<file path="src/rtl/pad_rst_pkg.sv">
package pad_rst_pkg;

  typedef enum logic [1:0] {
    RC_PWRGOOD = 2'b00,
    RC_DEEP    = 2'b01,
    RC_HOST    = 2'b10,
    RC_RESUME  = 2'b11
  } rstcfg_e;

  typedef enum logic {
    FAM_PRIMARY = 1'b0,
    FAM_DSW     = 1'b1
  } pad_family_e;

  typedef struct packed {
    logic warm;
    logic cold;
    logic sx;
    logic glob;
    logic deep;
    logic g3;
  } pad_evt_t;

  // Does this event set return a word with code 'enc' to default?
  function automatic logic evt_resets(pad_family_e fam, logic [1:0] enc, pad_evt_t ev);
    logic hit;
    case (enc)
      RC_PWRGOOD: hit = (fam == FAM_PRIMARY) ? (ev.deep | ev.g3) : ev.g3;
      RC_DEEP:    hit = ev.warm | ev.cold | ev.glob | ev.deep | ev.g3;
      RC_HOST:    hit = |ev;
      default:    hit = ev.deep | ev.g3; // primary: aliased to power-good; dsw: resume
    endcase
    return hit;
  endfunction

endpackage

</file>
<file path="src/rtl/pad_rst_decode.sv">
module pad_rst_decode
  import pad_rst_pkg::*;
#(
  parameter pad_family_e FAMILY = FAM_PRIMARY
) (
  input  pad_evt_t   ev,
  input  logic [1:0] cfg_enc,
  output logic       cfg_hit,
  output logic       lock_hit
);
  logic [1:0] enc_eff;

  generate
    if (FAMILY == FAM_PRIMARY) begin : g_prim
      assign enc_eff = (cfg_enc == RC_RESUME) ? RC_PWRGOOD : cfg_enc;
    end else begin : g_dsw
      assign enc_eff = cfg_enc;
    end
  endgenerate

  always_comb begin
    cfg_hit  = evt_resets(FAMILY, enc_eff, ev);
    lock_hit = evt_resets(FAMILY, RC_PWRGOOD, ev);
  end
endmodule

</file>
<file path="src/rtl/pad_cfg_store.sv">
module pad_cfg_store
  import pad_rst_pkg::*;
#(
  parameter int           CFG_W     = 32,
  parameter logic [CFG_W-1:0] DEFAULT   = 32'h4000_0000,
  parameter logic [CFG_W-1:0] LOCK_MASK = 32'hC000_00FF,
  parameter pad_family_e  FAMILY    = FAM_PRIMARY
) (
  input  logic             clk,
  input  logic             rst,
  input  logic             clr,
  input  logic             wr_en,
  input  logic [CFG_W-1:0] wr_data,
  input  logic             locked,
  output logic [CFG_W-1:0] cfg_q,
  output logic             rsv_q
);
  localparam int FLD_HI = CFG_W - 1;
  localparam int FLD_LO = CFG_W - 2;

  logic [CFG_W-1:0] merged;
  logic [CFG_W-1:0] wr_val;
  logic             rsv_wr;

  always_comb begin
    merged = locked ? ((cfg_q & LOCK_MASK) | (wr_data & ~LOCK_MASK)) : wr_data;
    rsv_wr = (FAMILY == FAM_PRIMARY) && (merged[FLD_HI:FLD_LO] == RC_RESUME);
    wr_val = merged;
    if (rsv_wr) wr_val[FLD_HI:FLD_LO] = RC_PWRGOOD;
  end

  always_ff @(posedge clk) begin
    if (rst || clr) begin
      cfg_q <= DEFAULT;
      rsv_q <= 1'b0;
    end else if (wr_en) begin
      cfg_q <= wr_val;
      rsv_q <= rsv_wr;
    end
  end
endmodule

</file>
<file path="src/rtl/pad_lock_reg.sv">
module pad_lock_reg (
  input  logic clk,
  input  logic rst,
  input  logic clr,
  input  logic set,
  output logic lock_q
);
  always_ff @(posedge clk) begin
    if (rst || clr) lock_q <= 1'b0;
    else if (set)   lock_q <= 1'b1;
  end
endmodule

</file>
<file path="src/rtl/pad_rst_domain_reg.sv">
module pad_rst_domain_reg
  import pad_rst_pkg::*;
#(
  parameter int               CFG_W     = 32,
  parameter logic [CFG_W-1:0] DEFAULT   = 32'h4000_0000,
  parameter logic [CFG_W-1:0] LOCK_MASK = 32'hC000_00FF,
  parameter pad_family_e      FAMILY    = FAM_PRIMARY
) (
  input  logic             clk,
  input  logic             rst,
  input  logic             wr_en,
  input  logic [CFG_W-1:0] wr_data,
  input  logic             lock_set,
  input  logic             ev_warm,
  input  logic             ev_cold,
  input  logic             ev_sx,
  input  logic             ev_global,
  input  logic             ev_deep,
  input  logic             ev_g3,
  output logic [CFG_W-1:0] cfg_q,
  output logic             lock_q,
  output logic             rsv_q,
  output logic             mismatch
);
  localparam int FLD_HI = CFG_W - 1;
  localparam int FLD_LO = CFG_W - 2;

  pad_evt_t ev;
  logic     cfg_hit;
  logic     lock_hit;

  assign ev = '{warm: ev_warm, cold: ev_cold, sx: ev_sx,
                glob: ev_global, deep: ev_deep, g3: ev_g3};

  pad_rst_decode #(.FAMILY(FAMILY)) u_dec (
    .ev       (ev),
    .cfg_enc  (cfg_q[FLD_HI:FLD_LO]),
    .cfg_hit  (cfg_hit),
    .lock_hit (lock_hit)
  );

  pad_cfg_store #(
    .CFG_W(CFG_W), .DEFAULT(DEFAULT), .LOCK_MASK(LOCK_MASK), .FAMILY(FAMILY)
  ) u_store (
    .clk     (clk),
    .rst     (rst),
    .clr     (cfg_hit),
    .wr_en   (wr_en),
    .wr_data (wr_data),
    .locked  (lock_q),
    .cfg_q   (cfg_q),
    .rsv_q   (rsv_q)
  );

  pad_lock_reg u_lock (
    .clk    (clk),
    .rst    (rst),
    .clr    (lock_hit),
    .set    (lock_set),
    .lock_q (lock_q)
  );

  // decode of flops only
  assign mismatch = lock_q && (cfg_q[FLD_HI:FLD_LO] != RC_PWRGOOD);
endmodule

</file>
<file path="config.mk">
export PLATFORM = sky130hd
export DESIGN_NAME = pad_rst_domain_reg
export DESIGN_NICKNAME = d
export VERILOG_FILES = /design/src/rtl/pad_rst_pkg.sv /design/src/rtl/pad_rst_decode.sv /design/src/rtl/pad_cfg_store.sv /design/src/rtl/pad_lock_reg.sv /design/src/rtl/pad_rst_domain_reg.sv
export SDC_FILE = /design/constraint.sdc
export NUM_CORES = 1
export LEC_CHECK = 0
export BUFFER_PORTS_ARGS = -buffer_cell sky130_fd_sc_hd__buf_2
export CAP_MARGIN = 20
export CORE_MARGIN = 2
export CORE_UTILIZATION = 29
export CTS_CLUSTER_SIZE = 12
export DETAILED_ROUTE_END_ITERATION = 8
export MAX_ROUTING_LAYER = met4
export SLEW_MARGIN = 10
export SYNTH_ARGS = -nofsm -noshare
export SYNTH_HDL_FRONTEND = slang
export SYNTH_HIERARCHICAL = 1
export SYNTH_SLANG_ARGS = --single-unit
</file>
<file path="constraint.sdc">
create_clock -name clk -period 2.3 [get_ports clk]
set_clock_uncertainty 0.05 [all_clocks]
set_input_delay 0.345 -clock clk [delete_from_list [all_inputs] [get_ports clk]]
set_output_delay 0.345 -clock clk [all_outputs]
set_load 0.02 [all_outputs]
</file>
==> results.yml, run 1 <==
cells_and_area:
  nets: 250
  drive_gt1_frac: 0.444
  synthToLayoutAreaGrowth_pct: 35.0
  utilization: 0.412
  antenna_cells: 0
  fillers: 473
  final_area_um2: 1830
  multi_input_area_um2: 586
  ff_latch_area_um2: 681
job:
  cap_violations: 0
synth:
  syn_inst: 129
  yosys_warnings: 6
  syn_avg_cell_area_um2: 10.5
  yosys.cell_types.count: 23
  synth_seq_area_share: 0.501
  syn_area_um2: 1360
  synthesis.nets: 173
  synth_seq_cells: 34
detailed_routing:
  ant_nets: 0
  viasPerCell: 4.33
  drc: 0
  drt_iter0_markers: 45
  vias: 1121
  routed_wl_um: 2870
  drtPass1Iterations: 4
  wl_per_cell_um: 11.1
critical_path:
  worstSetupEndpointType: "flop"
  start_kind: "flop"
  crit_slowest_cell: "or2_2"
  worst-setup-path-type: "flop to flop"
  worstPathMaxFanout: 18
  path_cells: "inv_1, ha_1, nor3_1, a211oi_1, or2_2, buf_4, nor2_1"
  cp_top_family: "simple AND/OR/NAND/NOR gates"
  critPathMaxStageDelay_ns: 0.45
  path_buf_inv: 2
  cp_data_required_time_ns: 2.46
  crit_arrival_ns: 2.10
timing:
  grt_setup_unrepaired: "false"
  max-slew-margin-rel: 0.741
  worst_slew_pin_slew_ns: 0.388
  final_hold_viol_count: 0
  hold_slack_ns: 0.192
  slew_violations: 0
  layout_min_cycle_time_ns: 1.94
  fmax_ghz: 0.515
  tns_ns: 0
  fin_crit_sh: 0.844
  setup_viol: 0
die:
  start_util: 0.305
  die-width_um: 72.4
  ios: 77
  die_area_um2: 5240
  fp-row-count: 24
  die_h_um: 72.4
  core_um2: 4440
global_route:
  antenna_found_initial: 0
  met2_usage: 0.186
  grt_max_degree: 19
  grtUsageMet1: 0.138
  use_met3: 0.0347
  grt_pass1_vias: 1081
  grt_usage: 0.117
  busiest_layer: "met2"
  grt_pass1_wl_um: 4630
  overflow: 0
placement:
  portBuffers: 76
  post_dp_cell_area_um2: 1740
  gp_congestion: 0.745
  dpl.hpwl_um: 2240
power_and_ir_drop:
  swShare: 0.221
  power_frac_seq: 0.521
  peakVddDrop_mv: 0.343
  power_switching_uw: 253
  power.internal_uw: 893
  powerDensity_nw_per_um2: 625
  comb_power_share: 0.097
  pwr-share-clk: 0.382
  leakage_uw: 0.000952
status:
  status: "finished clean"
clocking:
  cts_buffers: 5
  insertion_delay_ns: 0.27
  cts_tree: "done"
  hold_buffers: 0
  path_clk_slew_ns: 0.06
  cts-root-buf: "clkbuf_8"
  post_cts_buffers: 0
  cts_repair_resize_count: 0
  clk_path_buf_depth: 2
  numClockSinks: 34
  htreeDepth: 2
min_path:
  hold_class: "input pin to flop"
[metal layers]
layer / share of wire / wire, µm
met5: 0 / 0
met4: 0.012 / 34
met3: 0.076 / 218
met2: 0.47 / 1340
met1: 0.45 / 1280
[cells in the mapped netlist]
| master | number | area share |
|---|---|---|
| or2_2 | 1 | 0.0046 |
| dfxtp_1 | 34 | 0.50 |
| buf_4 | 2 | 0.011 |
| inv_1 | 4 | 0.011 |
| nand3_1 | 1 | 0.0037 |
| o21ai_0 | 1 | 0.0037 |
| nor3_2 | 1 | 0.0074 |
| nor2_1 | 34 | 0.094 |
| o21a_1 | 1 | 0.0055 |
| clkbuf_2 | 1 | 0.0037 |
| nor3_1 | 1 | 0.0037 |
| mux2_2 | 1 | 0.0083 |
| and2b_2 | 1 | 0.0065 |
| ha_1 | 2 | 0.018 |
| a211oi_2 | 1 | 0.0092 |
| or3_1 | 1 | 0.0046 |
| mux2_4 | 1 | 0.011 |
| mux2i_1 | 30 | 0.22 |
| nand2_1 | 2 | 0.0055 |
| a21oi_1 | 2 | 0.0074 |
| a211oi_1 | 1 | 0.0055 |
| buf_6 | 5 | 0.041 |
| a2111oi_2 | 1 | 0.011 |
[per-stage QoR]
| stage | cells | power, µW | worst slack, ns |
|---|---|---|---|
| floorplan | 129 | 682 | 0.468 |
| global placement | 251 | 723 | 0.333 |
| detailed placement | 251 | 723 | 0.304 |
| CTS | 259 | 1170 | 0.312 |
| global route | 259 | 1200 | 0.210 |
| finish | 259 | 1150 | 0.359 |
[power by group through the flow]
stage          clock network, µW  logic (µW)  registers, µW
6_report                     438         112            597
3_3_place_gp                   0         112            610
2_1_floorplan                  0        66.3            616
4_1_cts                      457         113            597
5_1_grt                      482         123            597
3_5_place_dp                   0         113            610
[final cells by class]
type	instances	area share
Sequential cell	34	0.371
Multi-Input combinational cell	83	0.319
Timing Repair Buffer	78	0.216
Clock buffer	7	0.0471
Tap cell	52	0.0355
Inverter	4	0.00819
Clock inverter	1	0.00273
[state kept, by name, summed over array words and instances, names as in the netlist]
| name | flops |
|---|---|
| u_store/rsv_q | 1 |
| u_store/cfg_q | 32 |
| u_lock/lock_q | 1 |
[kinds of logic (layout without fill, tap and decap cells)]
| family | after synthesis | after routing | synth area share |
|---|---|---|---|
| multiplexers | 32 | 32 | 0.241 |
| flip-flops | 34 | 34 | 0.501 |
| buffers and inverters | 12 | 90 | 0.0673 |
| AND/OR/NAND/NOR | 42 | 42 | 0.130 |
| AO/OA/AOI/OAI | 7 | 7 | 0.0424 |
| adder cells (fa/ha/maj) | 2 | 2 | 0.0184 |
[worst paths after layout]
check / from / end / slack [ns] / depth (start not counted)
worst min-delay path: rst / u_lock/lock_q / 0.19 / 2
worst min register to register: u_store/rsv_q / u_store/rsv_q / 0.42 / 2
worst max-delay path: u_store/cfg_q[30] / u_store/cfg_q[29] / 0.36 / 7
worst max register to register: u_store/cfg_q[30] / u_store/cfg_q[29] / 0.36 / 7
[worst register-to-register path, cell delays in order (launching register included)]
cell and delay [ns]:
dfxtp_1 0.41, inv_1 0.07, ha_1 0.31, nor3_1 0.16, a211oi_1 0.06, or2_2 0.45, buf_4 0.25, nor2_1 0.11
[layout by cell type (no fill, tap or decap), types with 2 or more instances in the layout]
master,n
inv_1,4
mux2i_1,30
a21oi_1,2
buf_2,76
buf_4,2
nor2_1,34
nand2_1,2
ha_1,2
clkbuf_8,6
dfxtp_1,34
(Power assumes the default switching activity.)
==> inputs of run 2 (changes only) <==
--- a/config.mk
+++ b/config.mk
@@ -5,6 +5,7 @@
 export SDC_FILE = /design/constraint.sdc
 export NUM_CORES = 1
 export LEC_CHECK = 0
+export ABC_AREA = 1
 export BUFFER_PORTS_ARGS = -buffer_cell sky130_fd_sc_hd__buf_2
 export CAP_MARGIN = 20
 export CORE_MARGIN = 2
==> constraint.sdc (replaced) <==
create_clock -name clk -period 1.76 [get_ports clk]
set_clock_uncertainty 0.05 [all_clocks]
set_input_delay 0.264 -clock clk [delete_from_list [all_inputs] [get_ports clk]]
set_output_delay 0.264 -clock clk [all_outputs]
set_load 0.02 [all_outputs]
==> results.yml, run 2 <==
status:
  status: "finished clean"
clocking:
  cts_tree: "done"
  numClockSinks: 34
  post_cts_buffers: 0
  clk_path_buf_depth: 2
  cts_buffers: 5
  cts_repair_resize_count: 0
  hold_buffers: 0
  cts-root-buf: "clkbuf_8"
  path_clk_slew_ns: 0.07
  htreeDepth: 2
  insertion_delay_ns: 0.28
power_and_ir_drop:
  comb_power_share: 0.097
  leakage_uw: 0.000960
  powerDensity_nw_per_um2: 800
  power_frac_seq: 0.490
  swShare: 0.225
  power.internal_uw: 1240
  peakVddDrop_mv: 0.426
  p_total_uw: 1590
  pwr-share-clk: 0.413
  power_switching_uw: 359
synth:
  synth_seq_area_share: 0.475
  yosysTopAreaCellShare: 0.475
  synth_top_family_by_area: "simple AND/OR/NAND/NOR gates"
  synth.area.top_cells: "dfxtp_1 (48%), nand2_1 (14%), a21oi_2 (13%)"
  synth_fa_ha_area_frac: 0.0175
  yosys_warnings: 6
  synth-simple-area-share: 0.252
  synth_compound_area_frac: 0.174
  yosys.cell_types.count: 19
  synth_xor_xnor_area_share: 0
  syn_inst: 177
  synthesis.nets: 221
  synth_most_common_cell: "nand2_1"
  ys_async_sr_fraction: 0
  synth_seq_cells: 34
  syn_avg_cell_area_um2: 8.09
  synth-edff-count: 0
  syn_area_um2: 1430
  synth_commonest_cells: "nand2_1 (54), dfxtp_1 (34), nor2_1 (25)"
  yosysTopAreaCell: "dfxtp_1"
  synth.area.mux_share: 0
  synthFlopType: "dfxtp_1"
detailed_routing:
  drtPass1Iterations: 4
  ant_nets: 0
  routed_wl_um: 3390
  vias: 1354
  wl_per_cell_um: 10.4
  drt_iter0_markers: 41
  viasPerCell: 4.15
  drc: 0
critical_path:
  path_buf_inv: 4
  path_cells: "inv_1, ha_1, inv_1, nand2_1, a21oi_2, nor2_4, inv_2, buf_12, a21oi_2"
  crit_arrival_ns: 1.70
  worstSetupEndpointType: "flop"
  cp_data_required_time_ns: 1.88
  worstPathMaxFanout: 16
  crit_slowest_cell: "dfxtp_1"
  start_kind: "flop"
  critPathMaxStageDelay_ns: 0.33
  worst-setup-path-type: "flop to flop"
  cp_top_family: "buffers and inverters"
cells_and_area:
  top_regs: "u_store/cfg_q (32), u_lock/lock_q (1), u_store/rsv_q (1)"
  antenna_cells: 0
  layout_commonest_cell: "buf_2"
  largest_register: "u_store/cfg_q"
  drive_gt1_frac: 0.463
  nets: 302
  largest_reg_flops: 32
  synthToLayoutAreaGrowth_pct: 39.2
  mostFrequentLayoutCells: "buf_2 (76), nand2_1 (54), dfxtp_1 (34)"
  stdcell_count: 326
timing:
  layout_min_cycle_time_ns: 1.58
  layout_setup_ws_ns: 0.183
  final_hold_viol_count: 0
  grt_setup_unrepaired: "false"
  max-slew-margin-rel: 0.731
  fmax_ghz: 0.634
  fin_crit_sh: 0.896
  setup_viol: 0
  slew_violations: 0
  tns_ns: 0
  worst_slew_pin_slew_ns: 0.403
placement:
  gp_congestion: 0.840
  portBuffers: 76
  dpl.hpwl_um: 2530
  pre_cts_ws_ns: 0.191
  dp_cells: 318
global_route:
  grt_pass1_wl_um: 5390
  antenna_found_initial: 0
  grt_max_degree: 25
  grt_usage: 0.130
  grtUsageMet1: 0.164
  use_met3: 0.0407
  met2_usage: 0.203
  busiest_layer: "met2"
  overflow: 0
  grt_pass1_vias: 1216
die:
  die_area_um2: 5520
  core_um2: 4750
  ios: 77
  fp-row-count: 25
  die_h_um: 74.3
  die-width_um: 74.3
  start_util: 0.301
min_path:
  hold_class: "input pin to flop"
job:
  cap_violations: 0
==> run 2: cell count changes after synthesis, moves of 3 or more <==
cell | previous run | this run
o21ai_1 | 0 | 9
a21oi_2 | 0 | 21
nand2_1 | 2 | 54
mux2i_1 | 30 | 0
inv_2 | 0 | 3
nor2_1 | 34 | 25
inv_1 | 4 | 8
==> run 2: cells by family (layout without fill, tap and decap cells) <==
group           count (synthesis)  count (layout)
fa+ha+maj                       2               2
flops                          34              34
compound gates                 34              34
simple gates                   87              87
buf+inv                        20             102
==> run 2: path summary, 6_finish.rpt <==
path,startpoint,endpoint,slack (ns),depth (start not counted)
max reg2reg,u_store/cfg_q[30],u_store/cfg_q[14],0.18,9
min reg2reg,u_store/cfg_q[26],u_store/cfg_q[26],0.41,2
max,u_store/cfg_q[30],u_store/cfg_q[14],0.18,9
min,lock_set,u_lock/lock_q,0.15,3
==> run 2: area by class of cell <==
| type | count | area [µm²] |
|---|---|---|
| fill | 512 | 2760 |
| inverter | 13 | 53.8 |
| tap | 67 | 83.8 |
| timing repair buffer | 81 | 430 |
| multi-input combinational | 123 | 636 |
| clock buffer | 8 | 110 |
| sequential | 34 | 681 |
==> run 2: worst register-to-register path: stages, from the launching register on <==
cell	delay, ns
dfxtp_1	0.33
inv_1	0.05
ha_1	0.30
inv_1	0.06
nand2_1	0.06
a21oi_2	0.17
nor2_4	0.06
inv_2	0.17
buf_12	0.20
a21oi_2	0.04
==> run 2: metrics by stage <==
step / instance area (µm²) / util / hold slack (ns)
4_1_cts: 1990 / 0.419 / 0.144
2_1_floorplan: 1430 / - / 0.343
3_3_place_gp: 1880 / 0.396 / 0.399
6_report: 1990 / 0.419 / 0.153
5_1_grt: 1990 / 0.419 / 0.157
3_5_place_dp: 1880 / 0.396 / 0.402
==> run 2: per-layer routing <==
layer	vias up	wire length [µm]
li1	711	-
met1	594	1630
met2	45	1520
met3	4	221
met4	0	24
met5	-	0
==> run 2: power by group through the flow <==
| stage | registers, µW | clock network (µW) | logic (µW) |
|---|---|---|---|
| 2_1_floorplan | 808 | 0 | 83.1 |
| 5_1_grt | 782 | 714 | 172 |
| 6_report | 782 | 659 | 155 |
| 3_5_place_dp | 799 | 0 | 156 |
| 4_1_cts | 782 | 685 | 157 |
| 3_3_place_gp | 799 | 0 | 155 |
==> inputs of run 3 (changes only) <==
--- a/config.mk
+++ b/config.mk
@@ -12,7 +12,7 @@
 export CORE_UTILIZATION = 29
 export CTS_CLUSTER_SIZE = 12
 export DETAILED_ROUTE_END_ITERATION = 8
-export MAX_ROUTING_LAYER = met4
+export PLACE_DENSITY = 0.65
 export SLEW_MARGIN = 10
 export SYNTH_ARGS = -nofsm -noshare
 export SYNTH_HDL_FRONTEND = slang
==> results.yml, run 3 (synthesis gave the netlist of run 2 again) <==
global_route:
  overflow: 0
  grtUsageMet1: 0.161
  use_met3: 0.0420
  grt_max_degree: 25
  grt_usage: 0.122
  grt_pass1_wl_um: 5170
  met2_usage: 0.189
  antenna_found_initial: 0
  grt_pass1_vias: 1191
  busiest_layer: "met2"
die:
  start_util: 0.301
  die-width_um: 74.3
  die_area_um2: 5520
  core_um2: 4750
  fp-row-count: 25
  ios: 77
  die_h_um: 74.3
clocking:
  path_clk_slew_ns: 0.06
  insertion_delay_ns: 0.27
  cts-root-buf: "clkbuf_8"
  cts_repair_resize_count: 0
  clk_path_buf_depth: 2
  cts_buffers: 5
  cts_tree: "done"
  numClockSinks: 34
  htreeDepth: 2
detailed_routing:
  drtPass1Iterations: 4
  wl_per_cell_um: 9.92
  ant_nets: 0
  routed_wl_um: 3200
  vias: 1323
  drc: 0
  viasPerCell: 4.10
  drt_iter0_markers: 23
cells_and_area:
  largest_register: "u_store/cfg_q"
  mostFrequentLayoutCells: "buf_2 (76), nand2_1 (54), dfxtp_1 (34)"
  top_regs: "u_store/cfg_q (32), u_lock/lock_q (1), u_store/rsv_q (1)"
  layout_commonest_cell: "buf_2"
  largest_reg_flops: 32
  synthToLayoutAreaGrowth_pct: 36.8
  antenna_cells: 0
  nets: 301
  drive_gt1_frac: 0.457
critical_path:
  worstSetupEndpointType: "flop"
  start_kind: "flop"
  cp_data_required_time_ns: 1.87
  crit_arrival_ns: 1.69
  worst-setup-path-type: "flop to flop"
  reg2reg_from: "u_store/cfg_q[30]"
  critPathLaunch: "u_store/cfg_q[30]"
  worstPathMaxFanout: 21
timing:
  layout_setup_ws_ns: 0.181
  fin_crit_sh: 0.897
  worst_slew_pin_slew_ns: 0.402
  layout_min_cycle_time_ns: 1.58
  fmax_ghz: 0.633
  max-slew-margin-rel: 0.732
  final_hold_viol_count: 0
  tns_ns: 0
  setup_viol: 0
  slew_violations: 0
  grt_setup_unrepaired: "false"
power_and_ir_drop:
  powerDensity_nw_per_um2: 754
  pwr-share-clk: 0.367
  power_frac_seq: 0.530
  power_switching_uw: 335
  leakage_uw: 0.000941
  power.internal_uw: 1140
  peakVddDrop_mv: 0.405
  swShare: 0.227
  comb_power_share: 0.103
placement:
  dpl.hpwl_um: 2360
  portBuffers: 76
  pre_cts_ws_ns: 0.0754
  gp_congestion: 0.741
job:
  cap_violations: 0
min_path:
  min_from: "wr_data[0]"
  hold_class: "input pin to flop"
status:
  status: "finished clean"
run 3: final cells by class:
cell class / instances / area, µm²
timing repair buffer: 80 / 423
inverter: 13 / 53.8
fill: 534 / 2800
tap: 67 / 83.8
clock buffer: 6 / 82.6
sequential: 34 / 681
multi-input combinational: 123 / 636
run 3: through the flow:
step                total power (µW)  cell area, µm²  hold slack [ns]   util  std cells
finish                          1480            1960            0.168  0.412        323
global route                    1550            1960            0.157  0.412        323
CTS                             1510            1950            0.157  0.411        322
detailed placement               953            1870            0.402  0.393        316
global placement                 951            1870            0.398  0.393        316
floorplan                        891            1430            0.343      -        177
run 3: power groups by stage:
stage,logic [µW],clock network [µW],registers (µW)
after detailed placement,153,0,799
after global routing,172,595,783
after floorplan,83.1,0,808
after global placement,152,0,799
final,152,542,782
after CTS,154,570,782
run 3: final timing paths:
| check | endpoint | slack, ns | cells past startpoint |
|---|---|---|---|
| setup / recovery | u_store/cfg_q[26] | 0.18 | 9 |
| setup reg to reg | u_store/cfg_q[26] | 0.18 | 9 |
| hold / removal | u_store/cfg_q[0] | 0.17 | 3 |
| hold reg to reg | u_store/cfg_q[26] | 0.41 | 2 |
run 3: repair_timing:
| item | 4_1_cts | 5_1_grt |
|---|---|---|
| endpoints found under the setup margin | 0 | 21 |
| hold buffers | 0 | 0 |
| buffers inserted | 0 | 1 |
run 3: critical path: stages, from the launching register on:
cell and delay (ns):
dfxtp_1 0.38, inv_1 0.06, ha_1 0.30, inv_1 0.06, nand2_1 0.07, a21oi_2 0.17, nor2_4 0.05, inv_2 0.09
buf_12 0.19, a21oi_1 0.05
run 3: layer usage:
metal / part of all wire / routed length (µm)
met5: 0 / 0
met4: 0.012 / 38
met3: 0.067 / 214
met2: 0.44 / 1390
met1: 0.49 / 1560
